[src/rtl/smbt_pkg.sv]
package smbt_pkg;
  localparam int BYTE_W    = 8;
  localparam int N_STAT    = 3;
  localparam int N_CTRL    = 6;
  localparam int CTRL_BASE = 3;
  localparam int CTRL_W    = N_CTRL * BYTE_W;
  localparam int STAT_IN_W = N_STAT * BYTE_W - 1;
  localparam logic [CTRL_W-1:0] CTRL_RESET = 48'h78_00_00_00_77_77;

  typedef enum logic [3:0] {
    ST_IDLE, ST_ADDR, ST_ACK_A, ST_REG, ST_ACK_R,
    ST_DATA, ST_ACK_D, ST_TX, ST_WAIT
  } smbt_state_e;

  typedef struct packed {
    logic start;
    logic stop;
    logic rise;
    logic fall;
  } smbt_evt_t;
endpackage

[src/rtl/smbt_line_sync.sv]
module smbt_line_sync
  import smbt_pkg::*;
#(
  parameter int SYNC_STAGES = 2
) (
  input  logic      clk,
  input  logic      rst_n,
  input  logic      cs_i,
  input  logic      scl_i,
  input  logic      sda_i,
  output logic      cs_s,
  output logic      scl_s,
  output logic      sda_s,
  output smbt_evt_t evt
);
  localparam int MSB = SYNC_STAGES - 1;

  logic [MSB:0] scl_sh, sda_sh, cs_sh;
  logic         scl_d, sda_d;

  always_ff @(posedge clk or negedge rst_n) begin
    if (!rst_n) begin
      scl_sh <= '1;
      sda_sh <= '1;
      cs_sh  <= '0;
      scl_d  <= 1'b1;
      sda_d  <= 1'b1;
    end else begin
      scl_sh <= {scl_sh[MSB-1:0], scl_i};
      sda_sh <= {sda_sh[MSB-1:0], sda_i};
      cs_sh  <= {cs_sh[MSB-1:0], cs_i};
      scl_d  <= scl_sh[MSB];
      sda_d  <= sda_sh[MSB];
    end
  end

  assign cs_s  = cs_sh[MSB];
  assign scl_s = scl_sh[MSB];
  assign sda_s = sda_sh[MSB];

  // Conditions need a stable-high clock across two samples; all gated by select
  always_comb begin
    evt.start = cs_s & scl_s & scl_d &  sda_d & ~sda_s;
    evt.stop  = cs_s & scl_s & scl_d & ~sda_d &  sda_s;
    evt.rise  = cs_s &  scl_s & ~scl_d;
    evt.fall  = cs_s & ~scl_s &  scl_d;
  end
endmodule

[src/rtl/smbt_regs.sv]
module smbt_regs
  import smbt_pkg::*;
(
  input  logic                 clk,
  input  logic                 rst_n,
  input  logic [BYTE_W-1:0]    ptr,
  input  logic                 wr_en,
  input  logic [BYTE_W-1:0]    wr_data,
  input  logic                 sigdet_i,
  input  logic [STAT_IN_W-1:0] status_i,
  output logic [BYTE_W-1:0]    rd_data,
  output logic                 wr_allow,
  output logic [CTRL_W-1:0]    ctrl_o
);
  localparam logic [BYTE_W-1:0] LO = BYTE_W'(CTRL_BASE);
  localparam logic [BYTE_W-1:0] HI = BYTE_W'(CTRL_BASE + N_CTRL - 1);

  logic [N_STAT*BYTE_W-1:0] stat_all;
  logic [CTRL_W-1:0]        ctrl_q;

  assign stat_all = {status_i, sigdet_i};
  assign wr_allow = (ptr >= LO) && (ptr <= HI);

  for (genvar g = 0; g < N_CTRL; g++) begin : g_ctrl
    localparam logic [BYTE_W-1:0] SEL = BYTE_W'(CTRL_BASE + g);
    logic [BYTE_W-1:0] q;
    always_ff @(posedge clk or negedge rst_n) begin
      if (!rst_n)                     q <= CTRL_RESET[g*BYTE_W +: BYTE_W];
      else if (wr_en && (ptr == SEL)) q <= wr_data;
    end
    assign ctrl_q[g*BYTE_W +: BYTE_W] = q;
  end

  always_comb begin
    rd_data = '0;
    for (int k = 0; k < N_STAT; k++)
      if (ptr == BYTE_W'(k)) rd_data = stat_all[k*BYTE_W +: BYTE_W];
    for (int k = 0; k < N_CTRL; k++)
      if (ptr == BYTE_W'(CTRL_BASE + k)) rd_data = ctrl_q[k*BYTE_W +: BYTE_W];
  end

  assign ctrl_o = ctrl_q;

  // the protocol engine only commits to the read/write window
  a_r7_write_in_window: assert property (@(posedge clk) disable iff (!rst_n)
    wr_en |-> ((ptr >= LO) && (ptr <= HI)));
endmodule

[src/rtl/smbt_engine.sv]
module smbt_engine
  import smbt_pkg::*;
#(
  parameter logic [6:0] DEV_ADDR    = 7'h56,
  parameter int         TIMEOUT_CYC = 5_000_000,
  parameter int         IDLE_CYC    = 10_000
) (
  input  logic              clk,
  input  logic              rst_n,
  input  logic              cs_s,
  input  logic              scl_s,
  input  logic              sda_s,
  input  smbt_evt_t         evt,
  input  logic [BYTE_W-1:0] rd_data,
  input  logic              wr_allow,
  output logic [BYTE_W-1:0] ptr,
  output logic              wr_en,
  output logic [BYTE_W-1:0] wr_data,
  output logic              sda_oe
);
  localparam int CNT_W = $clog2(BYTE_W + 1);
  localparam int TO_W  = $clog2(TIMEOUT_CYC + 1);
  localparam int ID_W  = $clog2(IDLE_CYC + 1);
  localparam logic [CNT_W-1:0] FULL = CNT_W'(BYTE_W);

  smbt_state_e       st, st_n;
  logic [CNT_W-1:0]  cnt, cnt_n;
  logic [BYTE_W-1:0] sh, sh_n, ptr_n;
  logic              rw, rw_n, oe_n;
  logic [TO_W-1:0]   lowcnt, lowcnt_n;
  logic [ID_W-1:0]   hicnt, hicnt_n;
  logic              busy, low_cond, hi_cond, abandon, rx_state;

  assign busy     = (st != ST_IDLE);
  assign low_cond = busy && !scl_s;
  assign hi_cond  = busy && scl_s && sda_s;
  assign abandon  = (low_cond && (lowcnt == TO_W'(TIMEOUT_CYC - 1))) ||
                    (hi_cond  && (hicnt  == ID_W'(IDLE_CYC - 1)));
  assign rx_state = (st == ST_ADDR) || (st == ST_REG) || (st == ST_DATA);
  assign lowcnt_n = low_cond ? lowcnt + 1'b1 : '0;
  assign hicnt_n  = hi_cond  ? hicnt  + 1'b1 : '0;
  assign wr_data  = sh;

  always_comb begin
    st_n  = st;
    cnt_n = cnt;
    sh_n  = sh;
    ptr_n = ptr;
    rw_n  = rw;
    oe_n  = sda_oe;
    wr_en = 1'b0;
    if (!cs_s) begin
      st_n  = ST_IDLE;
      cnt_n = '0;
      oe_n  = 1'b0;
    end else if (evt.start) begin
      st_n  = ST_ADDR;
      cnt_n = '0;
      oe_n  = 1'b0;
    end else if (evt.stop || abandon) begin
      st_n  = ST_IDLE;
      oe_n  = 1'b0;
    end else if (evt.rise) begin
      if (rx_state && cnt != FULL) begin
        sh_n  = {sh[BYTE_W-2:0], sda_s};
        cnt_n = cnt + 1'b1;
      end else if (st == ST_TX && cnt != FULL) begin
        cnt_n = cnt + 1'b1;
      end
    end else if (evt.fall) begin
      unique case (st)
        ST_ADDR: if (cnt == FULL) begin
          cnt_n = '0;
          if (sh[BYTE_W-1:1] == DEV_ADDR) begin
            rw_n = sh[0];
            st_n = ST_ACK_A;
            oe_n = 1'b1;
          end else st_n = ST_WAIT;
        end
        ST_REG: if (cnt == FULL) begin
          cnt_n = '0;
          ptr_n = sh;
          st_n  = ST_ACK_R;
          oe_n  = 1'b1;
        end
        ST_DATA: if (cnt == FULL) begin
          cnt_n = '0;
          if (wr_allow) begin
            wr_en = 1'b1;
            st_n  = ST_ACK_D;
            oe_n  = 1'b1;
          end else st_n = ST_WAIT;
        end
        ST_ACK_A: if (rw) begin
          st_n = ST_TX;
          sh_n = rd_data;
          oe_n = ~rd_data[BYTE_W-1];
        end else begin
          st_n = ST_REG;
          oe_n = 1'b0;
        end
        ST_ACK_R: begin st_n = ST_DATA; oe_n = 1'b0; end
        ST_ACK_D: begin st_n = ST_WAIT; oe_n = 1'b0; end
        ST_TX: if (cnt == FULL) begin
          st_n = ST_WAIT;
          oe_n = 1'b0;
        end else begin
          sh_n = {sh[BYTE_W-2:0], 1'b0};
          oe_n = ~sh[BYTE_W-2];
        end
        default: ;
      endcase
    end
  end

  always_ff @(posedge clk or negedge rst_n) begin
    if (!rst_n) begin
      st     <= ST_IDLE;
      cnt    <= '0;
      sh     <= '0;
      ptr    <= '0;
      rw     <= 1'b0;
      sda_oe <= 1'b0;
      lowcnt <= '0;
      hicnt  <= '0;
    end else begin
      st     <= st_n;
      cnt    <= cnt_n;
      sh     <= sh_n;
      ptr    <= ptr_n;
      rw     <= rw_n;
      sda_oe <= oe_n;
      lowcnt <= lowcnt_n;
      hicnt  <= hicnt_n;
    end
  end

  // pull-down only switched on while the synchronised clock is low
  a_r11_drive_while_low: assert property (@(posedge clk) disable iff (!rst_n)
    $rose(sda_oe) |-> !scl_s);
  // a START releases the data line
  a_r3_start_release: assert property (@(posedge clk) disable iff (!rst_n)
    evt.start |=> !sda_oe);
  // a STOP releases the data line
  a_r3_stop_release: assert property (@(posedge clk) disable iff (!rst_n)
    evt.stop |=> !sda_oe);
  // every committed write is acknowledged
  a_r4_write_acked: assert property (@(posedge clk) disable iff (!rst_n)
    wr_en |=> sda_oe);
endmodule

[src/rtl/smbus_cfg_target.sv]
module smbus_cfg_target
  import smbt_pkg::*;
#(
  parameter logic [6:0] DEV_ADDR    = 7'h56,
  parameter int         TIMEOUT_CYC = 5_000_000,
  parameter int         IDLE_CYC    = 10_000,
  parameter int         SYNC_STAGES = 2
) (
  input  logic                 clk,
  input  logic                 rst_n,
  input  logic                 cs_i,
  input  logic                 scl_i,
  input  logic                 sda_i,
  output logic                 sda_oe_o,
  input  logic                 sigdet_i,
  input  logic [STAT_IN_W-1:0] status_i,
  output logic [CTRL_W-1:0]    ctrl_o
);
  logic              cs_s, scl_s, sda_s, wr_en, wr_allow;
  logic [BYTE_W-1:0] ptr, wr_data, rd_data;
  smbt_evt_t         evt;

  smbt_line_sync #(.SYNC_STAGES(SYNC_STAGES)) u_sync (
    .clk(clk), .rst_n(rst_n), .cs_i(cs_i), .scl_i(scl_i), .sda_i(sda_i),
    .cs_s(cs_s), .scl_s(scl_s), .sda_s(sda_s), .evt(evt)
  );

  smbt_engine #(
    .DEV_ADDR(DEV_ADDR), .TIMEOUT_CYC(TIMEOUT_CYC), .IDLE_CYC(IDLE_CYC)
  ) u_eng (
    .clk(clk), .rst_n(rst_n), .cs_s(cs_s), .scl_s(scl_s), .sda_s(sda_s),
    .evt(evt), .rd_data(rd_data), .wr_allow(wr_allow), .ptr(ptr),
    .wr_en(wr_en), .wr_data(wr_data), .sda_oe(sda_oe_o)
  );

  smbt_regs u_regs (
    .clk(clk), .rst_n(rst_n), .ptr(ptr), .wr_en(wr_en), .wr_data(wr_data),
    .sigdet_i(sigdet_i), .status_i(status_i), .rd_data(rd_data),
    .wr_allow(wr_allow), .ctrl_o(ctrl_o)
  );

  // a deselected target lets go of the data line
  a_r2_deselect_release: assert property (@(posedge clk) disable iff (!rst_n)
    !cs_s |=> !sda_oe_o);
endmodule

[config.mk]
export PLATFORM = sky130hd
export DESIGN_NAME = smbus_cfg_target
export DESIGN_NICKNAME = d
export VERILOG_FILES = /design/src/rtl/smbt_pkg.sv /design/src/rtl/smbt_line_sync.sv /design/src/rtl/smbt_regs.sv /design/src/rtl/smbt_engine.sv /design/src/rtl/smbus_cfg_target.sv
export SDC_FILE = /design/constraint.sdc
export NUM_CORES = 1
export LEC_CHECK = 0
export ABC_AREA = 1
export BUFFER_PORTS_ARGS = -buffer_cell sky130_fd_sc_hd__buf_2
export CAP_MARGIN = 40
export CORE_UTILIZATION = 30
export CTS_CLUSTER_DIAMETER = 80
export DETAILED_ROUTE_END_ITERATION = 10
export PLACE_DENSITY = 0.48
export SLEW_MARGIN = 0
export SYNTH_ARGS = -nofsm -noshare
export SYNTH_HDL_FRONTEND = slang
export SYNTH_SLANG_ARGS = --single-unit
[constraint.sdc]
create_clock -name clk -period 6.3 [get_ports clk]
set_input_delay 0.315 -clock clk [delete_from_list [all_inputs] [get_ports clk]]
set_output_delay 0.315 -clock clk [all_outputs]
set_load 0.02 [all_outputs]
==> flow_summary.ini, run 1 <==
[worst_setup_path]
crit_family = simple AND/OR/NAND/NOR gates
critPathSlowestCell = nand3_1
startpoint_type = flip-flop
max_stage_delay_ns = 0.52
cp.arrival_ns = 3.22
cp-end-kind = flip-flop
required_ns = 6.63
reg2reg_from = u_eng.st[2]
crit_type = reg2reg
crit_fanout = 16
cpMostUsedCell = nand3_1
startpoint = u_eng.st[2]
cp.buffers_inverters = 1
crit_chain = nor2_1 > nand3_1 > nand2_1 > nor3_1 > nand3_1 > nand2_1 > inv_1 > nand3_1 > o21ai_0

[sta]
tightest_slew_ns = 0.869
setup_viol = 0
relSlewSlack_pct = 41.6
fin_crit_sh_pct = 45.8
fin_setup_tns_ns = 0
layout_setup_ws_ns = 3.41
min_period_ns = 2.89
hold_violations = 0
slew_violations = 0
skew_ns = 0.0117
max_freq_mhz = 346
grt_setup_unrepaired = no

[floorplanning]
die_w_um = 144
start_util_pct = 30.7
dieArea_um2 = 20600
fp-row-count = 51
core_um2 = 19600
dieHeight_um = 144
ios = 78

[global_routing]
grt_pass1_vias = 5175
antenna_found_initial = 0
grt_pass1_wl_um = 27600
grt_start_max_net_pins = 62
gr-total-overflow = 0
grt_usage_pct = 17.6

[synthesis]
yosys.area.top_type = dfrtp_1
synth_fp_nets = 814
ys_seq_area_share_pct = 49.9
synth_most_common_cell = nand2_1
synthArstFlopShare_pct = 100
ys_warn_count = 0
synth_area_um2 = 6020
ys_types = 35
ys.flop_type = dfrtp_1
synth.avg_cell_area_um2 = 7.71
synth_top_area_share_pct = 40.3
synth.top_cells.by_count = nand2_1 (211), dfrtp_1 (97), nor2_1 (87), inv_1 (79), o21ai_0 (79)
syn_inst = 781
yosys_register_bits = 119
yosys-top-cells-area = dfrtp_1 (40%), nand2_1 (13%), dfstp_2 (9.6%)
synth_edf_count = 0

[cts]
htree_levels = 4
clockBufferDepth = 2
clkTransAtPathRegs_ns = 0.06
cts_made_buffers = 17
cts_sinks = 119
cts_tree = yes
post-cts-setup-buffers = 0
clkLatencyLatePin_ns = 0.42
cts_root_buf = clkbuf_16

[drt]
ant_nets = 0
via_per_inst = 4.75
drt_iter0_markers = 308
drtPass1Iterations = 5
wl_per_cell_um = 14.7
vias = 5453
drcViolationCount = 0
wirelength_um = 16900

[cells_and_area]
area_growth_syn_to_layout_pct = 22.7
drive_above_1_share_pct = 16.0
nFillCells = 2078
diodes = 0
final_nets = 903
instances_no_fill = 1148

[status]
status = complete, no violations

[worst_hold_path]
min_from = u_sync.cs_sh[0]
worstHoldPathType = reg2reg

[pwr]
pwr_density_cell_nw_per_um2 = 258
total_power_mw = 1.91
power.leakage_nw = 3.39
ir_drop_mv = 0.190

[placement]
gp_congestion = 0.819
post-dp-hpwl_um = 12200
dpl.cell_count = 1112
pre_cts_ws_ns = 3.47
portBuffers = 77

[flow_run]
cap_viol_max_count = 0
[what timing repair did]
item | 4_1_cts | 5_1_grt
endpoints found under the hold margin | 40 | 0
hold buffers | 4 | 0
resized for setup | 0 | 0
[layout by cell type (no fill, tap or decap), drive strengths merged, types with 4 or more instances in the layout]
cell and instances:
nand2 211, dfrtp 97, nor2 88, inv 82, buf 80, o21ai 79
nand3 54, nor3 32, a21oi 30, dfstp 22, nand4 21, clkbuf 20
nor4 9, a21boi 6, clkinv 6, a31oi 4, ha 4, clkinvlp 4
bufinv 4, dlygate4sd3 4
[cell families (layout without fill, tap and decap cells)]
kind of cell | Yosys count | in the layout | share of synthesized area (%)
xor gates and xnor gates | 5 | 5 | 0.727
buffers and inverters | 98 | 200 | 6.48
AOI/OAI and AO/OA | 129 | 129 | 11.5
adders and majority gates | 4 | 4 | 0.831
and+or+nand+nor | 426 | 426 | 30.5
DFF | 119 | 119 | 49.9
[cell type report]
class                      instances  area, um2  area share (%)
sequential                       119       3010            40.7
multi-input combinational        564       2630            35.6
timing repair buffer              84        468            6.33
clock buffer                      20        467            6.32
tap                              265        332            4.49
inverter                          84        315            4.27
clock inverter                    12        174            2.35
[worst reg2reg max path, delay by kind of cell, from the launching register on]
family | cells | cell delay (ns)
compound gates | 1 | 0.34
flops | 1 | 0.43
buf+inv | 1 | 0.29
simple gates | 7 | 1.74
[state kept, by name (all words and copies together) (netlist names)]
register,count
u_regs.g_ctrl.q,48
u_eng.wr_data,8
u_eng.cnt,4
u_sync.sda_d,1
u_eng.ptr,8
u_eng.hicnt,14
u_eng.st,4
u_eng.lowcnt,23
u_sync.scl_sh,2
u_sync.sda_sh,2
u_sync.cs_sh,2
u_eng.sda_oe,1
u_sync.scl_d,1
u_eng.rw,1
[worst paths after layout]
check / end / slack [ns] / cells after the start
max in group asynchronous: u_regs.g_ctrl[0].q[4] / 4.77 / 4
hold / removal: u_sync.cs_sh[1] / 0.35 / 0
min in group asynchronous: u_eng.lowcnt[9] / 0.44 / 2
hold reg to reg: u_sync.cs_sh[1] / 0.35 / 0
setup reg to reg: u_regs.g_ctrl[3].q[1] / 3.41 / 9
setup / recovery: u_regs.g_ctrl[3].q[1] / 3.41 / 9
[through the flow]
step,instance area [um2],util [%],hold slack [ns]
2_1_floorplan,6020,-,0.0194
3_3_place_gp,6670,34.1,0.342
3_5_place_dp,6710,34.2,0.337
4_1_cts,7390,37.7,0.350
5_1_grt,7390,37.7,0.359
6_report,7390,37.7,0.347
[power by group]
group / internal (mW) / switching, mW / total (mW)
Sequential: 0.775 / 0.00524 / 0.780
Combinational: 0.0230 / 0.0591 / 0.0821
Clock: 0.691 / 0.354 / 1.04
[metal layers]
metal  vias up  wire (um)  track usage [%]
li1       2767          -                -
met1      2553       8570             25.6
met2       114       7390             25.5
met3        19        692             3.30
met4         0        273             7.00
met5         -          0                0
Power figures use the tool's default switching activity.
==> run 2: changes to the inputs <==
ABC_AREA = 0   (was 1)
PLACE_DENSITY = 0.49   (was 0.48)
clock period = 2.5 ns   (was 6.3 ns; I/O delays follow)
==> run 2 against run 1 <==
The run now ends with negative setup slack left; power increased to 2.8 times the previous value; critical path depth decreased by 3; cell count decreased by 16%; register-to-register slack got worse by 3.5 ns; die area increased by 3.2%; synthesized area increased by 3.2%; synthesized cell count decreased by 28%; count of clock-buffer cells in the layout decreased by 1; final area increased by 7.8%; sequential cell count unchanged; largest cell class is now multi-input gates; largest power group unchanged.
==> flow_summary.ini, run 2 <==
[sta]
holdWs_ns = 0.0565
relSlewSlack_pct = 62.2
fin_crit_sh_pct = 104
min_period_ns = 2.59
tightest_slew_ns = 0.562
skew_ns = 0.0111
grt_setup_unrepaired = yes
slew_violations = 0
layout_setup_ws_ns = -0.0936
setup_viol = 61
hold_violations = 0
max_freq_mhz = 386

[floorplanning]
dieArea_um2 = 21300
fp-row-count = 52
ios = 78
start_util_pct = 30.6
dieHeight_um = 146
core_um2 = 20300
die_w_um = 146

[drt]
drt_iter0_markers = 261
vias = 4864
wirelength_um = 16300
drcViolationCount = 0
ant_nets = 0
wl_per_cell_um = 16.8
via_per_inst = 5.01
drtPass1Iterations = 4

[synthesis]
synth.avg_cell_area_um2 = 11.1
synthArstFlopShare_pct = 100
syn_inst = 560
synth_area_um2 = 6220
synth_edf_count = 0
synth_top_area_share_pct = 39.0
yosys.area.top_type = dfrtp_1
yosys_register_bits = 119
ys_types = 65
ys_warn_count = 0
ys_seq_area_share_pct = 48.3
synth_fp_nets = 593
ys.flop_type = dfrtp_1
synth.top_cells.by_count = dfrtp_1 (97), nor2_1 (59), mux2_2 (48), nand2_1 (35), nand3_1 (23)
synth_most_common_cell = dfrtp_1
yosys-top-cells-area = dfrtp_1 (39%), dfstp_2 (9.3%), mux2_2 (8.7%)

[pwr]
power.leakage_nw = 3.61
ir_drop_mv = 0.424
pwr_density_cell_nw_per_um2 = 661
total_power_mw = 5.26

[cells_and_area]
final_cell_mix = dfrtp_1 (97), buf_2 (76), nor2_1 (59)
nFillCells = 1996
top_register = u_regs.g_ctrl.q
area_growth_syn_to_layout_pct = 28.1
reg_top3 = u_regs.g_ctrl.q (48), u_eng.lowcnt (23), u_eng.hicnt (14)
final_nets = 720
layout_commonest_cell = dfrtp_1
drive_above_1_share_pct = 38.6
diodes = 0
largest_register_ffs = 48

[global_routing]
grt_pass1_vias = 5053
grt_start_max_net_pins = 75
gr-total-overflow = 0
grt_usage_pct = 16.2
antenna_found_initial = 0
grt_pass1_wl_um = 27100

[cts]
clkTransAtPathRegs_ns = 0.06
post-cts-setup-buffers = 0
cts_root_buf = clkbuf_16
clkLatencyLatePin_ns = 0.42
cts_sinks = 119
cts_made_buffers = 17
clockBufferDepth = 2
htree_levels = 4
cts_tree = yes

[placement]
post-dp-hpwl_um = 11900
portBuffers = 77
gp_congestion = 0.868

[worst_setup_path]
cp.arrival_ns = 2.89
crit_family = simple AND/OR/NAND/NOR gates
critPathSlowestCell = or4_4
cp.buffers_inverters = 0
crit_chain = or4_4 > nand4_1 > nor3_1 > or3_4 > or4_4 > mux2_4
startpoint_type = flip-flop
max_stage_delay_ns = 0.64
cpMostUsedCell = or4_4
cp-end-kind = flip-flop
crit_type = reg2reg
crit_fanout = 8
required_ns = 2.80

[status]
status = finished, violations left
failed_checks = negative setup slack

[flow_run]
cap_viol_max_count = 0

[worst_hold_path]
worstHoldPathType = in2async
run 2: changes by cell type in the layout (fill, tap and decap cells not counted), sizes merged, moves of 16 or more:
cell   change
nor3      -16
xor2      +17
a21oi     -19
inv       -67
nand3     -29
mux2      +66
buf       +52
o21ai     -61
nand2    -176
nor2      -29
run 2: cells by family after synthesis:
logic type | Yosys count | synth area share (%)
AOI/OAI and AO/OA | 77 | 8.59
xor gates and xnor gates | 29 | 4.09
adders and majority gates | 4 | 0.805
buffers and inverters | 41 | 2.92
DFF | 119 | 48.3
muxes | 82 | 16.9
and+or+nand+nor | 208 | 18.4
run 2: layout make-up:
class	instances	area (um2)	area share, %
timing repair buffer	136	891	11.2
clock inverter	13	171	2.15
sequential	119	3010	37.7
tap	270	338	4.24
clock buffer	19	443	5.56
inverter	13	48.8	0.613
multi-input combinational	400	3060	38.5
run 2: per-stage QoR:
step / utilization, % / cell area [um2] / setup slack [ns] / TNS (ns) / std cells
after floorplan: - / 6240 / -0.0889 / -0.889 / 560
after global placement: 36.0 / 7310 / -0.124 / -2.66 / 936
after detailed placement: 36.0 / 7310 / -0.159 / -5.09 / 936
after CTS: 39.3 / 7980 / -0.112 / -3.13 / 972
after global routing: 39.2 / 7960 / -0.155 / -7.27 / 970
final: 39.2 / 7960 / -0.0936 / -2.57 / 970
run 2: worst paths after layout:
path | from | endpoint | slack (ns) | cells past startpoint
worst min register to register | u_sync.cs_sh[0] | u_sync.cs_sh[1] | 0.35 | 0
worst max register to register | u_eng.st[0] | u_regs.g_ctrl[1].q[7] | -0.09 | 6
worst min-delay path | rst_n | u_regs.g_ctrl[2].q[5] | 0.06 | 2
worst max-delay path | u_eng.st[0] | u_regs.g_ctrl[1].q[7] | -0.09 | 6
min in group clk | sda_i | u_sync.sda_sh[0] | 0.35 | 2
max in group asynchronous | rst_n | u_regs.g_ctrl[0].q[0] | 1.71 | 3
run 2: power breakdown:
part | leakage [nW] | switching (mW) | internal (mW)
clock | 0.294 | 0.935 | 1.60
sequential | 1.55 | 0.112 | 2.02
combinational | 1.76 | 0.356 | 0.239
run 2: repair_timing:
item | 4_1_cts | 5_1_grt
endpoints found under the setup margin | 64 | 65
pin swaps | 1 | 1
resized for setup | 4 | 1
hold buffers | 4 | 0
hold endpoints to repair | 102 | 0
run 2: worst register-to-register path: cells and delay by family (launching register included):
family | cells | cell delay (ns)
DFF | 1 | 0.38
muxes | 1 | 0.33
and+or+nand+nor | 5 | 1.76
run 2: routing by layer:
metal	vias up	global-route usage [%]	part of all wire, %
met5	-	0	0
li1	2300	-	-
met1	2394	21.1	46
met4	0	6.84	2.5
met3	32	3.26	4.1
met2	138	26.2	48
